$ cat src/rtl/itimer_pkg.sv
package itimer_pkg;

  typedef enum logic [2:0] {
    REG_STAT = 3'd0,
    REG_CTRL = 3'd1,
    REG_PLO  = 3'd2,
    REG_PHI  = 3'd3,
    REG_SLO  = 3'd4,
    REG_SHI  = 3'd5
  } regSel_e;

  // strobes from control to datapath
  typedef struct packed {
    logic       step;      // decrement this cycle
    logic       reload;    // expiry: load period
    logic [1:0] loadHalf;  // period half written
    logic       capture;   // latch count into snapshot
  } dpStrobe_t;

endpackage

$ cat src/rtl/timer_datapath.sv
module timer_datapath
  import itimer_pkg::*;
#(
  parameter int HALF_W = 16
) (
  input  logic                     clk,
  input  logic                     rstN,
  input  dpStrobe_t                strobe,
  input  logic [HALF_W-1:0]        wrHalf,
  output logic [1:0][HALF_W-1:0]   periodQ,
  output logic [1:0][HALF_W-1:0]   snapQ,
  output logic                     countZero
);

  localparam int CNT_W = 2 * HALF_W;

  logic [1:0][HALF_W-1:0] periodReg;
  logic [1:0][HALF_W-1:0] snapReg;
  logic [1:0][HALF_W-1:0] nextPeriod;
  logic [CNT_W-1:0]       cnt;
  logic                   anyLoad;

  assign anyLoad = |strobe.loadHalf;

  always_comb begin
    for (int h = 0; h < 2; h++) begin
      nextPeriod[h] = strobe.loadHalf[h] ? wrHalf : periodReg[h];
    end
  end

  always_ff @(posedge clk or negedge rstN) begin
    if (!rstN) begin
      periodReg <= '0;
      snapReg   <= '0;
      cnt       <= '1;
    end else begin
      for (int h = 0; h < 2; h++) begin
        if (strobe.loadHalf[h]) periodReg[h] <= wrHalf;
      end
      if (strobe.capture) snapReg <= cnt;
      if (anyLoad)             cnt <= nextPeriod;
      else if (strobe.reload)  cnt <= periodReg;
      else if (strobe.step)    cnt <= cnt - CNT_W'(1);
    end
  end

  assign periodQ   = periodReg;
  assign snapQ     = snapReg;
  assign countZero = (cnt == '0);

  AST_COUNT_DOWN: assert property (@(posedge clk) disable iff (!rstN)
    strobe.step && !strobe.reload && !anyLoad |=> cnt == $past(cnt) - CNT_W'(1));

  AST_RELOAD_PERIOD: assert property (@(posedge clk) disable iff (!rstN)
    strobe.reload && !anyLoad |=> cnt == $past(periodReg));

  AST_SNAP_LATCH: assert property (@(posedge clk) disable iff (!rstN)
    strobe.capture |=> snapReg == $past(cnt));

  AST_HOLD_STOPPED: assert property (@(posedge clk) disable iff (!rstN)
    !strobe.step && !strobe.reload && !anyLoad |=> $stable(cnt));

endmodule

$ cat src/rtl/timer_ctrl.sv
module timer_ctrl
  import itimer_pkg::*;
#(
  parameter int WORD_AW = 6
) (
  input  logic               clk,
  input  logic               rstN,
  input  logic               wrEn,
  input  logic [WORD_AW-1:0] wordAddr,
  input  logic [3:0]         wrCmd,
  input  logic               countZero,
  output dpStrobe_t          strobe,
  output logic               ieBit,
  output logic               contBit,
  output logic               runFlag,
  output logic               toFlag,
  output logic               irqOut
);

  logic statWr, ctrlWr, loWr, hiWr, snapWr;
  logic startReq, stopReq, halt, step, expire;
  logic runNext;

  assign statWr = wrEn && (wordAddr == WORD_AW'(REG_STAT));
  assign ctrlWr = wrEn && (wordAddr == WORD_AW'(REG_CTRL));
  assign loWr   = wrEn && (wordAddr == WORD_AW'(REG_PLO));
  assign hiWr   = wrEn && (wordAddr == WORD_AW'(REG_PHI));
  assign snapWr = wrEn && ((wordAddr == WORD_AW'(REG_SLO)) ||
                           (wordAddr == WORD_AW'(REG_SHI)));

  assign startReq = ctrlWr && wrCmd[2];
  assign stopReq  = ctrlWr && wrCmd[3];
  assign halt     = stopReq || loWr || hiWr;
  assign step     = runFlag && !halt;
  assign expire   = step && countZero;

  always_comb begin
    runNext = runFlag;
    if (expire && !contBit) runNext = 1'b0;
    if (startReq && !runFlag) runNext = 1'b1;
    if (halt) runNext = 1'b0;
  end

  always_ff @(posedge clk or negedge rstN) begin
    if (!rstN) begin
      ieBit   <= 1'b0;
      contBit <= 1'b0;
      runFlag <= 1'b0;
      toFlag  <= 1'b0;
    end else begin
      if (ctrlWr) begin
        ieBit   <= wrCmd[0];
        contBit <= wrCmd[1];
      end
      runFlag <= runNext;
      if (expire)      toFlag <= 1'b1;
      else if (statWr) toFlag <= 1'b0;
    end
  end

  always_comb begin
    strobe          = '0;
    strobe.step     = step;
    strobe.reload   = expire;
    strobe.loadHalf = {hiWr, loWr};
    strobe.capture  = snapWr;
  end

  assign irqOut = ieBit && toFlag;

  AST_START_RUNS: assert property (@(posedge clk) disable iff (!rstN)
    startReq && !stopReq |=> runFlag);

  AST_STOP_WINS: assert property (@(posedge clk) disable iff (!rstN)
    stopReq |=> !runFlag);

  AST_PERIOD_HALTS: assert property (@(posedge clk) disable iff (!rstN)
    (loWr || hiWr) |=> !runFlag);

  AST_ONESHOT_END: assert property (@(posedge clk) disable iff (!rstN)
    expire && !contBit && !startReq |=> !runFlag && toFlag);

  AST_STATUS_CLEAR: assert property (@(posedge clk) disable iff (!rstN)
    statWr && !expire |=> !toFlag);

  AST_TIMEOUT_SOURCE: assert property (@(posedge clk) disable iff (!rstN)
    $rose(toFlag) |-> $past(runFlag));

endmodule

$ cat src/rtl/interval_timer.sv
module interval_timer
  import itimer_pkg::*;
#(
  parameter int ADDR_W = 8,
  parameter int HALF_W = 16
) (
  input  logic                  clk,
  input  logic                  rstN,
  input  logic [ADDR_W-1:0]     busAddr,
  input  logic                  wrEn,
  input  logic [2*HALF_W-1:0]   wrData,
  input  logic                  rdEn,
  output logic [2*HALF_W-1:0]   rdData,
  output logic                  irqOut
);

  localparam int DATA_W  = 2 * HALF_W;
  localparam int WORD_AW = ADDR_W - 2;

  logic [WORD_AW-1:0]      wordAddr;
  dpStrobe_t               strobe;
  logic [1:0][HALF_W-1:0]  periodQ, snapQ;
  logic                    countZero, ieBit, contBit, runFlag, toFlag;
  logic                    unusedBits;

  assign wordAddr   = busAddr[ADDR_W-1:2];
  assign unusedBits = ^{busAddr[1:0], wrData[DATA_W-1:HALF_W]};

  timer_ctrl #(.WORD_AW(WORD_AW)) uCtrl (
    .clk       (clk),
    .rstN      (rstN),
    .wrEn      (wrEn),
    .wordAddr  (wordAddr),
    .wrCmd     (wrData[3:0]),
    .countZero (countZero),
    .strobe    (strobe),
    .ieBit     (ieBit),
    .contBit   (contBit),
    .runFlag   (runFlag),
    .toFlag    (toFlag),
    .irqOut    (irqOut)
  );

  timer_datapath #(.HALF_W(HALF_W)) uData (
    .clk       (clk),
    .rstN      (rstN),
    .strobe    (strobe),
    .wrHalf    (wrData[HALF_W-1:0]),
    .periodQ   (periodQ),
    .snapQ     (snapQ),
    .countZero (countZero)
  );

  always_ff @(posedge clk or negedge rstN) begin
    if (!rstN) begin
      rdData <= '0;
    end else if (rdEn) begin
      rdData <= '0;
      if (wordAddr == WORD_AW'(REG_STAT)) rdData[1:0] <= {runFlag, toFlag};
      if (wordAddr == WORD_AW'(REG_CTRL)) rdData[1:0] <= {contBit, ieBit};
      if (wordAddr == WORD_AW'(REG_PLO))  rdData[HALF_W-1:0] <= periodQ[0];
      if (wordAddr == WORD_AW'(REG_PHI))  rdData[HALF_W-1:0] <= periodQ[1];
      if (wordAddr == WORD_AW'(REG_SLO))  rdData[HALF_W-1:0] <= snapQ[0];
      if (wordAddr == WORD_AW'(REG_SHI))  rdData[HALF_W-1:0] <= snapQ[1];
    end
  end

  AST_UNMAPPED_ZERO: assert property (@(posedge clk) disable iff (!rstN)
    rdEn && (wordAddr > WORD_AW'(REG_SHI)) |=> rdData == '0);

  AST_CTRL_MASK: assert property (@(posedge clk) disable iff (!rstN)
    rdEn && (wordAddr == WORD_AW'(REG_CTRL)) |=> rdData[DATA_W-1:2] == '0);

  AST_RD_HOLD: assert property (@(posedge clk) disable iff (!rstN)
    !rdEn |=> $stable(rdData));

endmodule

$ cat config.mk
export PLATFORM = sky130hd
export DESIGN_NAME = interval_timer
export DESIGN_NICKNAME = d
export VERILOG_FILES = /design/src/rtl/itimer_pkg.sv /design/src/rtl/timer_datapath.sv /design/src/rtl/timer_ctrl.sv /design/src/rtl/interval_timer.sv
export SDC_FILE = /design/constraint.sdc
export NUM_CORES = 1
export LEC_CHECK = 0
export ABC_AREA = 1
export CORE_MARGIN = 2
export CORE_UTILIZATION = 40
export DETAILED_ROUTE_END_ITERATION = 8
export GPL_TIMING_DRIVEN = 0
export HOLD_SLACK_MARGIN = 0.06
export PLACE_DENSITY = 0.63
export SLEW_MARGIN = 0
export SYNTH_ARGS = -nofsm -noshare
export SYNTH_HDL_FRONTEND = slang
export SYNTH_SLANG_ARGS = --single-unit
$ cat constraint.sdc
create_clock -name clk -period 1.6 [get_ports clk]
set_clock_uncertainty 0.05 [all_clocks]
set_input_delay 0.24 -clock clk [delete_from_list [all_inputs] [get_ports clk]]
set_output_delay 0.24 -clock clk [all_outputs]
set_load 0.005 [all_outputs]
**Word level (Yosys, flattened, before mapping)**

Cells that the tools add are included.

- Bits in registers: 116
- Input port bits: 44

- Add/sub/neg operators: 1
- Eq/ne operators: 5
- Mux-type cells: 16
- Reductions and logical operators: 24

Operator list:

| kind | count |
|---|---|
| two-way mux 16 bit | 6 |
| two-way mux 32 bit | 3 |
| zero test 32 bit | 1 |
| subtractor 32 x 1 -> 32 bit, second input constant | 1 |
| == test 6 x 2 -> 1 bit, second input constant | 2 |
| == test 6 x 3 -> 1 bit, second input constant | 2 |
| logical AND 1 bit | 12 |
| == test 6 x 1 -> 1 bit, second input constant | 1 |
| zero test 6 bit | 1 |
| nonzero test 3 bit | 2 |
| two-way mux 1 bit | 5 |
| two-way mux 2 bit | 2 |
| zero test 1 bit | 3 |
| logical OR 1 bit | 3 |
| nonzero test 2 bit | 1 |
| OR reduction 2 bit | 1 |

**Depth between registers and ports, before layout**

Gate-level depths: netlist (run 1).

- Word-level depth: 12
- Gate-level depth with buffers: 12
- Depth with buffers taken out: 11

**Cells and area by module**

Synthesis (run 1) repeated with hierarchy kept, for this count alone.

- Cell total of the unflattened synthesis: 949
- Area, all modules: 6940.4 um^2

Modules (own cells, without submodules):

| module | times used | cells each | area each (um^2) | seq. area each (um^2) |
|---|---|---|---|---|
| timer_datapath | 1 | 701 | 5208.7 | 2442.3 |
| interval_timer | 1 | 202 | 1416.4 | 400.4 |
| timer_ctrl | 1 | 46 | 315.3 | 100.1 |

**Worst setup path before layout (run 1)**

Ideal clock, no wire load.

- Path kind: register to register
- Start point: register uData.cnt[0]
- End point: register uData.cnt[3]
- Arrival time: 1.654 ns
- Required time: 1.489 ns
- Path slack: -0.165 ns
- Cell stages (with the launch flop): 13
- Buffers on the path: 1
- Cells stage by stage: dfstp_2 -> inv_1 -> ha_1 -> nand2_2 -> nor2_8 -> nand4_2 -> clkinv_1 -> nand2_4 -> buf_8 -> nand2_2 -> nand2_1 -> nand3_1 -> nand2_1

- Word-level cells in the longest chain between the ends: 4
- Elaborated cells on any way between the ends: 7

Ends and longest elaborated chain:

| what | line | source |
|---|---|---|
| start: declaration | timer_datapath.sv:20 | `logic [CNT_W-1:0] cnt;` |
| start signal: assignment | timer_datapath.sv:41 | `if (anyLoad) cnt <= nextPeriod;` |
| start signal: assignment | timer_datapath.sv:42 | `else if (strobe.reload) cnt <= periodReg;` |
| start signal: assignment | timer_datapath.sv:43 | `else if (strobe.step) cnt <= cnt - CNT_W'(1);` |
| subtractor 32 x 1 -> 32 bit / zero test 32 bit (equally long branches) | timer_datapath.sv:43, timer_datapath.sv:49 |  |
| two-way mux 32 bit / logical AND 1 bit (equally long branches) | timer_datapath.sv:43, timer_ctrl.sv:35 |  |
| two-way mux 32 bit | timer_datapath.sv:42 |  |
| two-way mux 32 bit | timer_datapath.sv:41 |  |

Several ways; a longest one is shown, not always the timed one. The select of a mux whose other input is x is not followed.
A chain may end at the register's enable or synchronous reset.

**Worst setup path after layout (run 1)**

- Start point: register uData.cnt[0]
- End point: register uData.cnt[10]

The elaborated chain is that of the path after synthesis.

==> results of run 1 <==
## cell families after synthesis
kind of cell / Yosys count
buffers and inverters: 163
other: 1
xor gates and xnor gates: 16
and+or+nand+nor: 454
adders and majority gates: 1
DFF: 116
AOI/OAI and AO/OA: 152
## metal layers
| layer | part of all wire, % | vias up |
|---|---|---|
| li1 | - | 3083 |
| met1 | 43 | 3071 |
| met2 | 45 | 277 |
| met3 | 8.2 | 58 |
| met4 | 3.8 | 0 |
| met5 | 0 | - |
## power breakdown
| group | leakage, nW | switching (W) | internal (W) |
|---|---|---|---|
| combinational | 2.73 | 0.00307 | 0.00179 |
| sequential | 1.32 | 0.000921 | 0.00399 |
| clock | 0.284 | 0.00145 | 0.00245 |
## through the flow
step | setup slack, ns | setup TNS, ns | util, % | cell area, um^2 | hold WS [ns]
finish | -0.228 | -3.83 | 54.3 | 8970 | 0.169
global route | -0.320 | -6.35 | 54.3 | 8970 | 0.202
CTS | -0.169 | -4.00 | 51.6 | 8530 | 0.171
detailed placement | -0.784 | -55.67 | 45.6 | 7540 | 0.0845
global placement | -4.47 | -523.29 | 45.5 | 7510 | 0.414
floorplan | 0.0159 | 0 | - | 6840 | -0.106
## layout make-up
| class | count | share of cell area (%) |
|---|---|---|
| Inverter | 115 | 5.06 |
| Sequential cell | 116 | 32.8 |
| Timing Repair inverter | 1 | 0.0558 |
| Clock buffer | 21 | 5.36 |
| Multi-Input combinational cell | 640 | 39.2 |
| Buffer | 46 | 3.75 |
| Tap cell | 220 | 3.07 |
| Clock inverter | 11 | 1.40 |
| Timing Repair Buffer | 82 | 9.25 |
## state kept, by name (all words and copies together), names as in the netlist
register / flops
uCtrl.toFlag: 1
rdData: 16
uData.cnt: 32
uData.periodQ: 32
uCtrl.contBit: 1
uCtrl.ieBit: 1
uData.snapQ: 32
uCtrl.runFlag: 1
## worst max-delay path: stages (launching register included)
cell	delay, ns
dfstp_2	0.55
inv_4	0.05
ha_4	0.17
nand2_4	0.08
nor2_8	0.05
buf_4	0.13
nand3_4	0.08
nor3_4	0.05
buf_12	0.14
buf_4	0.13
nand3_1	0.07
nand3_1	0.11
nand2_1	0.10
## Yosys cell counts, types with 8 or more instances
master | number | share of area, %
nor2_1 | 108 | 6.0
dfstp_2 | 32 | 12
clkbuf_1 | 13 | 0.72
buf_4 | 16 | 1.8
o21ai_2 | 12 | 1.6
nand3_1 | 60 | 4.4
nand2_1 | 231 | 13
inv_2 | 22 | 1.2
a21oi_1 | 58 | 4.3
o21ai_0 | 9 | 0.67
o21ai_1 | 51 | 3.8
nor2_2 | 8 | 0.74
nand2_2 | 15 | 1.4
a31oi_1 | 13 | 1.2
inv_1 | 85 | 4.7
xor2_1 | 16 | 2.1
buf_2 | 14 | 1.0
dfrtp_1 | 84 | 31
## how the worst max path moves through the flow
stage,start,cells after the start,slack (ns),to
6_report,uData.cnt[0],12,-0.23,uData.cnt[10]
3_5_place_dp,busAddr[5],9,-0.78,rdData[13]
5_1_grt,uData.cnt[1],12,-0.32,uData.cnt[10]
4_1_cts,uData.cnt[0],11,-0.17,uData.cnt[23]
3_3_place_gp,rstN,1,-4.47,rdData[9]
2_1_floorplan,uData.cnt[0],12,0.02,uData.cnt[3]
## what timing repair did
action | CTS | global route
setup buffers | 26 | 13
endpoints found under the hold margin | 53 | 0
endpoints found under the setup margin | 82 | 112
pin swaps | 16 | 18
hold buffers | 1 | 0
resized for setup | 55 | 79
gates cloned | 1 | 2
==> results.sh, run 1 <==
export IMPL_crit_path_end_kind="flip-flop"
export IMPL_core_area_um2=16500
export IMPL_gp_congestion=0.951
export IMPL_syn_area_um2=6760
export IMPL_slew_violations=0
export IMPL_peakVddDrop_uv=969
export IMPL_grt_pass1_wl_mm=34.3
export IMPL_grt_use_met1_pct=34.8
export IMPL_drtAntennaViolNets=0
export IMPL_pwr_density_cell_nw_per_um2=1520
export IMPL_seqCellArea_um2=2940
export IMPL_path_clk_slew_ns=0.06
export IMPL_p_leak_nw=4.33
export IMPL_num_vias=6489
export IMPL_place_hpwl_mm=16.0
export IMPL_worstSetupStartpointType="flip-flop"
export IMPL_synth_compound_area_share_pct=12.6
export IMPL_port_buffers=40
export IMPL_yosys_area_share_simple_pct=30.9
export IMPL_layout_commonest_cell="nand2_1"
export IMPL_whs_endpoint="rdData[4]"
export IMPL_diodes=0
export IMPL_path_class="reg2reg"
export IMPL_numCtsBuffers=17
export IMPL_synth_edf_count=0
export IMPL_io_pins=77
export IMPL_use_met3_pct=5.90
export IMPL_clockBufferDepth=2
export IMPL_die_area_um2=18000
export IMPL_finalSetupViolations=34
export IMPL_most_common_layout_cells="nand2_1, nor2_1, dfrtp_1, inv_1, nand3_1"
export IMPL_synth_seq_cells=116
export IMPL_drc=0
export IMPL_rsz0062_at_grt="true"
export IMPL_drive_above_1_share_pct=28.8
export IMPL_grt_use_met2_pct=39.3
export IMPL_fin_crit_sh_pct=114
export IMPL_status="finished, violations left"
export IMPL_layoutNonFillerInstCount=1252
export IMPL_syn_avg_cell_area_um2=7.49
export IMPL_min_path_cells=3
export IMPL_ys_types=42
export IMPL_setup_ws_ns=-0.228
export IMPL_cts_root_buffer="clkbuf_16"
export IMPL_r2r_cells=12
export IMPL_num_rows=47
export IMPL_post_drt_wl_per_cell_um=18.1
export IMPL_multi_input_area_um2=3520
export IMPL_muxShareOfSynthArea_pct=0
export IMPL_wirelength_mm=22.7
export IMPL_synthCells=903
export IMPL_cts_max_level=4
export IMPL_power_total_w=0.0137
export IMPL_synth_top_family_by_area="simple AND/OR/NAND/NOR gates"
export IMPL_violations="setup timing"
export IMPL_layout_nets=1064
export IMPL_grt_pass1_vias=6103
export IMPL_cts_tree="done"
export IMPL_vias_per_cell=5.18
export IMPL_drv_cap=0
export IMPL_max_freq_mhz=547
export IMPL_r2r_start="uData.cnt[0]"
export IMPL_worst_skew_pair_late_latency_ns=0.43
export IMPL_start_util_pct=40.9
export IMPL_fill_cells=1543
export IMPL_cts_sinks=116
export IMPL_crit_required_ns=1.92
export IMPL_die_y_um=134
export IMPL_grt_max_degree=91
export IMPL_crit_path_max_fanout=5
export IMPL_place_inst=1179
export IMPL_synth_xor_area_share_pct=2.07
export IMPL_seq_area_frac_synth_pct=43.5
export IMPL_syn_to_final_growth_pct=32.6
export IMPL_overflow=0
export IMPL_cp_arrival_ns=2.15
export IMPL_drt_iter0_drc=561
export IMPL_grt_usage_pct=25.7
export IMPL_hold_violations=0
export IMPL_synthFlopType="dfrtp_1"
export IMPL_rrSetupSlack_ns=-0.23
export IMPL_finalCriticalPeriod_ns=1.83
export IMPL_async_flop_share_pct=100
export IMPL_hold_path_class="in2reg"
export IMPL_top_usage_layer="met2"
export IMPL_worstHoldStart="rdEn"
export IMPL_yosys_warnings=0
export IMPL_synth_adder_area_share_pct=0.185
export IMPL_r2r_end="uData.cnt[10]"
export IMPL_dr_pass1_iters=5
export IMPL_dieWidth_um=134
export IMPL_antenna_found_initial=0
(Power assumes the default switching activity.)
==> run 2: changes to the inputs <==
- CORE_UTILIZATION: 40 -> 53
- CTS_BUF_LIST: unset -> sky130_fd_sc_hd__clkbuf_8
- PLACE_DENSITY: 0.63 -> 0.8
==> run 2 against run 1 <==
The flow still finishes with violations (setup timing); sequential share of layout area grew 1.3 points; first-iteration DRC count grew 36%; core utilization grew 15 points; total power shrank 6.8%; design area shrank 3.9%; maximum frequency shrank 3.6%; sequential cell count is the same; non-clock buffer count grew 3; highest routed layer unchanged.
==> results.sh, run 2 (synthesis gave the netlist of run 1 again) <==
export IMPL_post_drt_wl_per_cell_um=18.6
export IMPL_grt_max_degree=85
export IMPL_p_leak_nw=4.22
export IMPL_diodes=0
export IMPL_overflow=0
export IMPL_die_y_um=117
export IMPL_cts_root_buffer="clkbuf_8"
export IMPL_power_total_w=0.0127
export IMPL_max_slew_worst_pin_slew_ns=0.612
export IMPL_hold_path_class="in2reg"
export IMPL_most_common_layout_cells="nand2_1, nor2_1, dfrtp_1, inv_1, nand3_1"
export IMPL_dieWidth_um=117
export IMPL_slew_headroom_pct=59.2
export IMPL_slew_violations=0
export IMPL_io_pins=77
export IMPL_num_vias=6602
export IMPL_gp_congestion=1.01
export IMPL_antenna_found_initial=0
export IMPL_worstSetupStartpointType="flip-flop"
export IMPL_fill_cells=1067
export IMPL_path_clk_slew_ns=0.08
export IMPL_critical_path_endpoint="uData.cnt[0]"
export IMPL_crit_required_ns=1.95
export IMPL_cts_max_level=4
export IMPL_numCtsBuffers=17
export IMPL_worst_skew_pair_late_latency_ns=0.47
export IMPL_dr_pass1_iters=5
export IMPL_die_area_um2=13700
export IMPL_cts_tree="done"
export IMPL_drive_above_1_share_pct=27.5
export IMPL_cts_sinks=116
export IMPL_hold_violations=0
export IMPL_drc=0
export IMPL_num_rows=41
export IMPL_min_path_cells=3
export IMPL_rsz0062_at_grt="true"
export IMPL_fin_crit_sh_pct=119
export IMPL_port_buffers=40
export IMPL_setup_ws_ns=-0.297
export IMPL_drv_cap=0
export IMPL_place_hpwl_mm=15.4
export IMPL_wirelength_mm=22.4
export IMPL_path_class="reg2reg"
export IMPL_violations="setup timing"
export IMPL_drt_iter0_drc=762
export IMPL_r2r_cells=11
export IMPL_max_freq_mhz=527
export IMPL_crit_path_end_kind="flip-flop"
export IMPL_syn_to_final_growth_pct=27.5
export IMPL_place_inst=1131
export IMPL_crit_path_max_fanout=5
export IMPL_cp_arrival_ns=2.25
export IMPL_layout_commonest_cell="nand2_1"
export IMPL_pwr_density_cell_nw_per_um2=1480
export IMPL_grt_usage_pct=33.6
export IMPL_start_util_pct=54.0
export IMPL_post_route_util_pct=68.9
export IMPL_rrSetupSlack_ns=-0.30
export IMPL_grt_pass1_vias=6016
export IMPL_vias_per_cell=5.47
export IMPL_peakVddDrop_uv=1020
export IMPL_r2r_start="uData.cnt[0]"
export IMPL_startpoint="uData.cnt[0]"
export IMPL_layout_nets=1068
export IMPL_clockBufferDepth=2
export IMPL_drtAntennaViolNets=0
export IMPL_core_area_um2=12500
export IMPL_r2r_end="uData.cnt[0]"
export IMPL_finalSetupViolations=34
export IMPL_status="finished, violations left"
export IMPL_grt_pass1_wl_mm=33.3
export IMPL_layoutNonFillerInstCount=1208
export IMPL_finalCriticalPeriod_ns=1.90
==> run 2: cell count changes in the layout (fill, tap and decap cells not counted), sizes merged <==
cell,before,now
dlygate4sd2,1,16
dlymetal6s2s,10,1
clkdlybuf4s50,28,22
clkinvlp,7,1
clkinv,8,11
bufinv,2,4
clkbuf,35,37
buf,74,75
nand3,67,68
nor2,126,127
==> run 2: routing by layer <==
metal	global-route usage (%)	part of all wire, %	vias to the layer above
li1	-	-	3087
met1	45.1	40	3005
met2	51.5	45	419
met3	9.27	11	91
met4	14.4	4.6	0
met5	0	0	-
==> run 2: area by class of cell <==
cell class	count	area [um^2]	area share (%)
Timing Repair Buffer	84	778	9.03
Clock buffer	21	289	3.35
Inverter	115	453	5.25
Tap cell	172	215	2.50
Clock inverter	11	173	2.00
Multi-Input combinational cell	642	3440	39.9
Buffer	47	328	3.80
Sequential cell	116	2940	34.1
==> run 2: worst min-delay path by stage <==
| stage | start | end | slack, ns |
|---|---|---|---|
| floorplan | rstN | rdData[0] | -0.11 |
| global placement | rdData[11] | rdData[11] | 0.41 |
| detailed placement | rstN | uData.periodQ[31] | 0.10 |
| CTS | wrEn | uData.periodQ[8] | 0.12 |
| global route | rdEn | rdData[2] | 0.16 |
| finish | rdEn | rdData[4] | 0.12 |
==> run 2: through the flow <==
step | hold slack [ns] | cell area [um^2] | worst slack, ns | setup TNS, ns
floorplan | -0.106 | 6840 | 0.0159 | 0
global placement | 0.412 | 7450 | -4.27 | -500.07
CTS | 0.115 | 8170 | -0.223 | -6.02
finish | 0.119 | 8620 | -0.297 | -5.90
detailed placement | 0.104 | 7480 | -0.764 | -54.15
global route | 0.156 | 8620 | -0.364 | -8.00
==> run 2: report_power, final <==
part           switching [W]  internal (W)  total, W
logic                0.00304       0.00169   0.00473
clock network        0.00130       0.00187   0.00317
registers           0.000858       0.00398   0.00484
total                0.00519       0.00755    0.0127
==> run 2: worst max-delay path, stage by stage, from the launching register on <==
cell and delay, ns:
dfstp_2 0.39, inv_4 0.06, ha_4 0.17, nand2_4 0.07, nor2_8 0.15, nand3_4 0.12
nor2_8 0.16, nand3_4 0.14, nor2_4 0.24, nand2_1 0.12, nand3_1 0.10, nand2_1 0.06
==> run 2: what timing repair did <==
action	4_1_cts	5_1_grt
pin swaps	12	21
buffers inserted	21	20
hold endpoints to repair	100	0
gates cloned	2	2
setup endpoints to repair	90	95
hold buffers	1	0
gates resized for setup	42	77
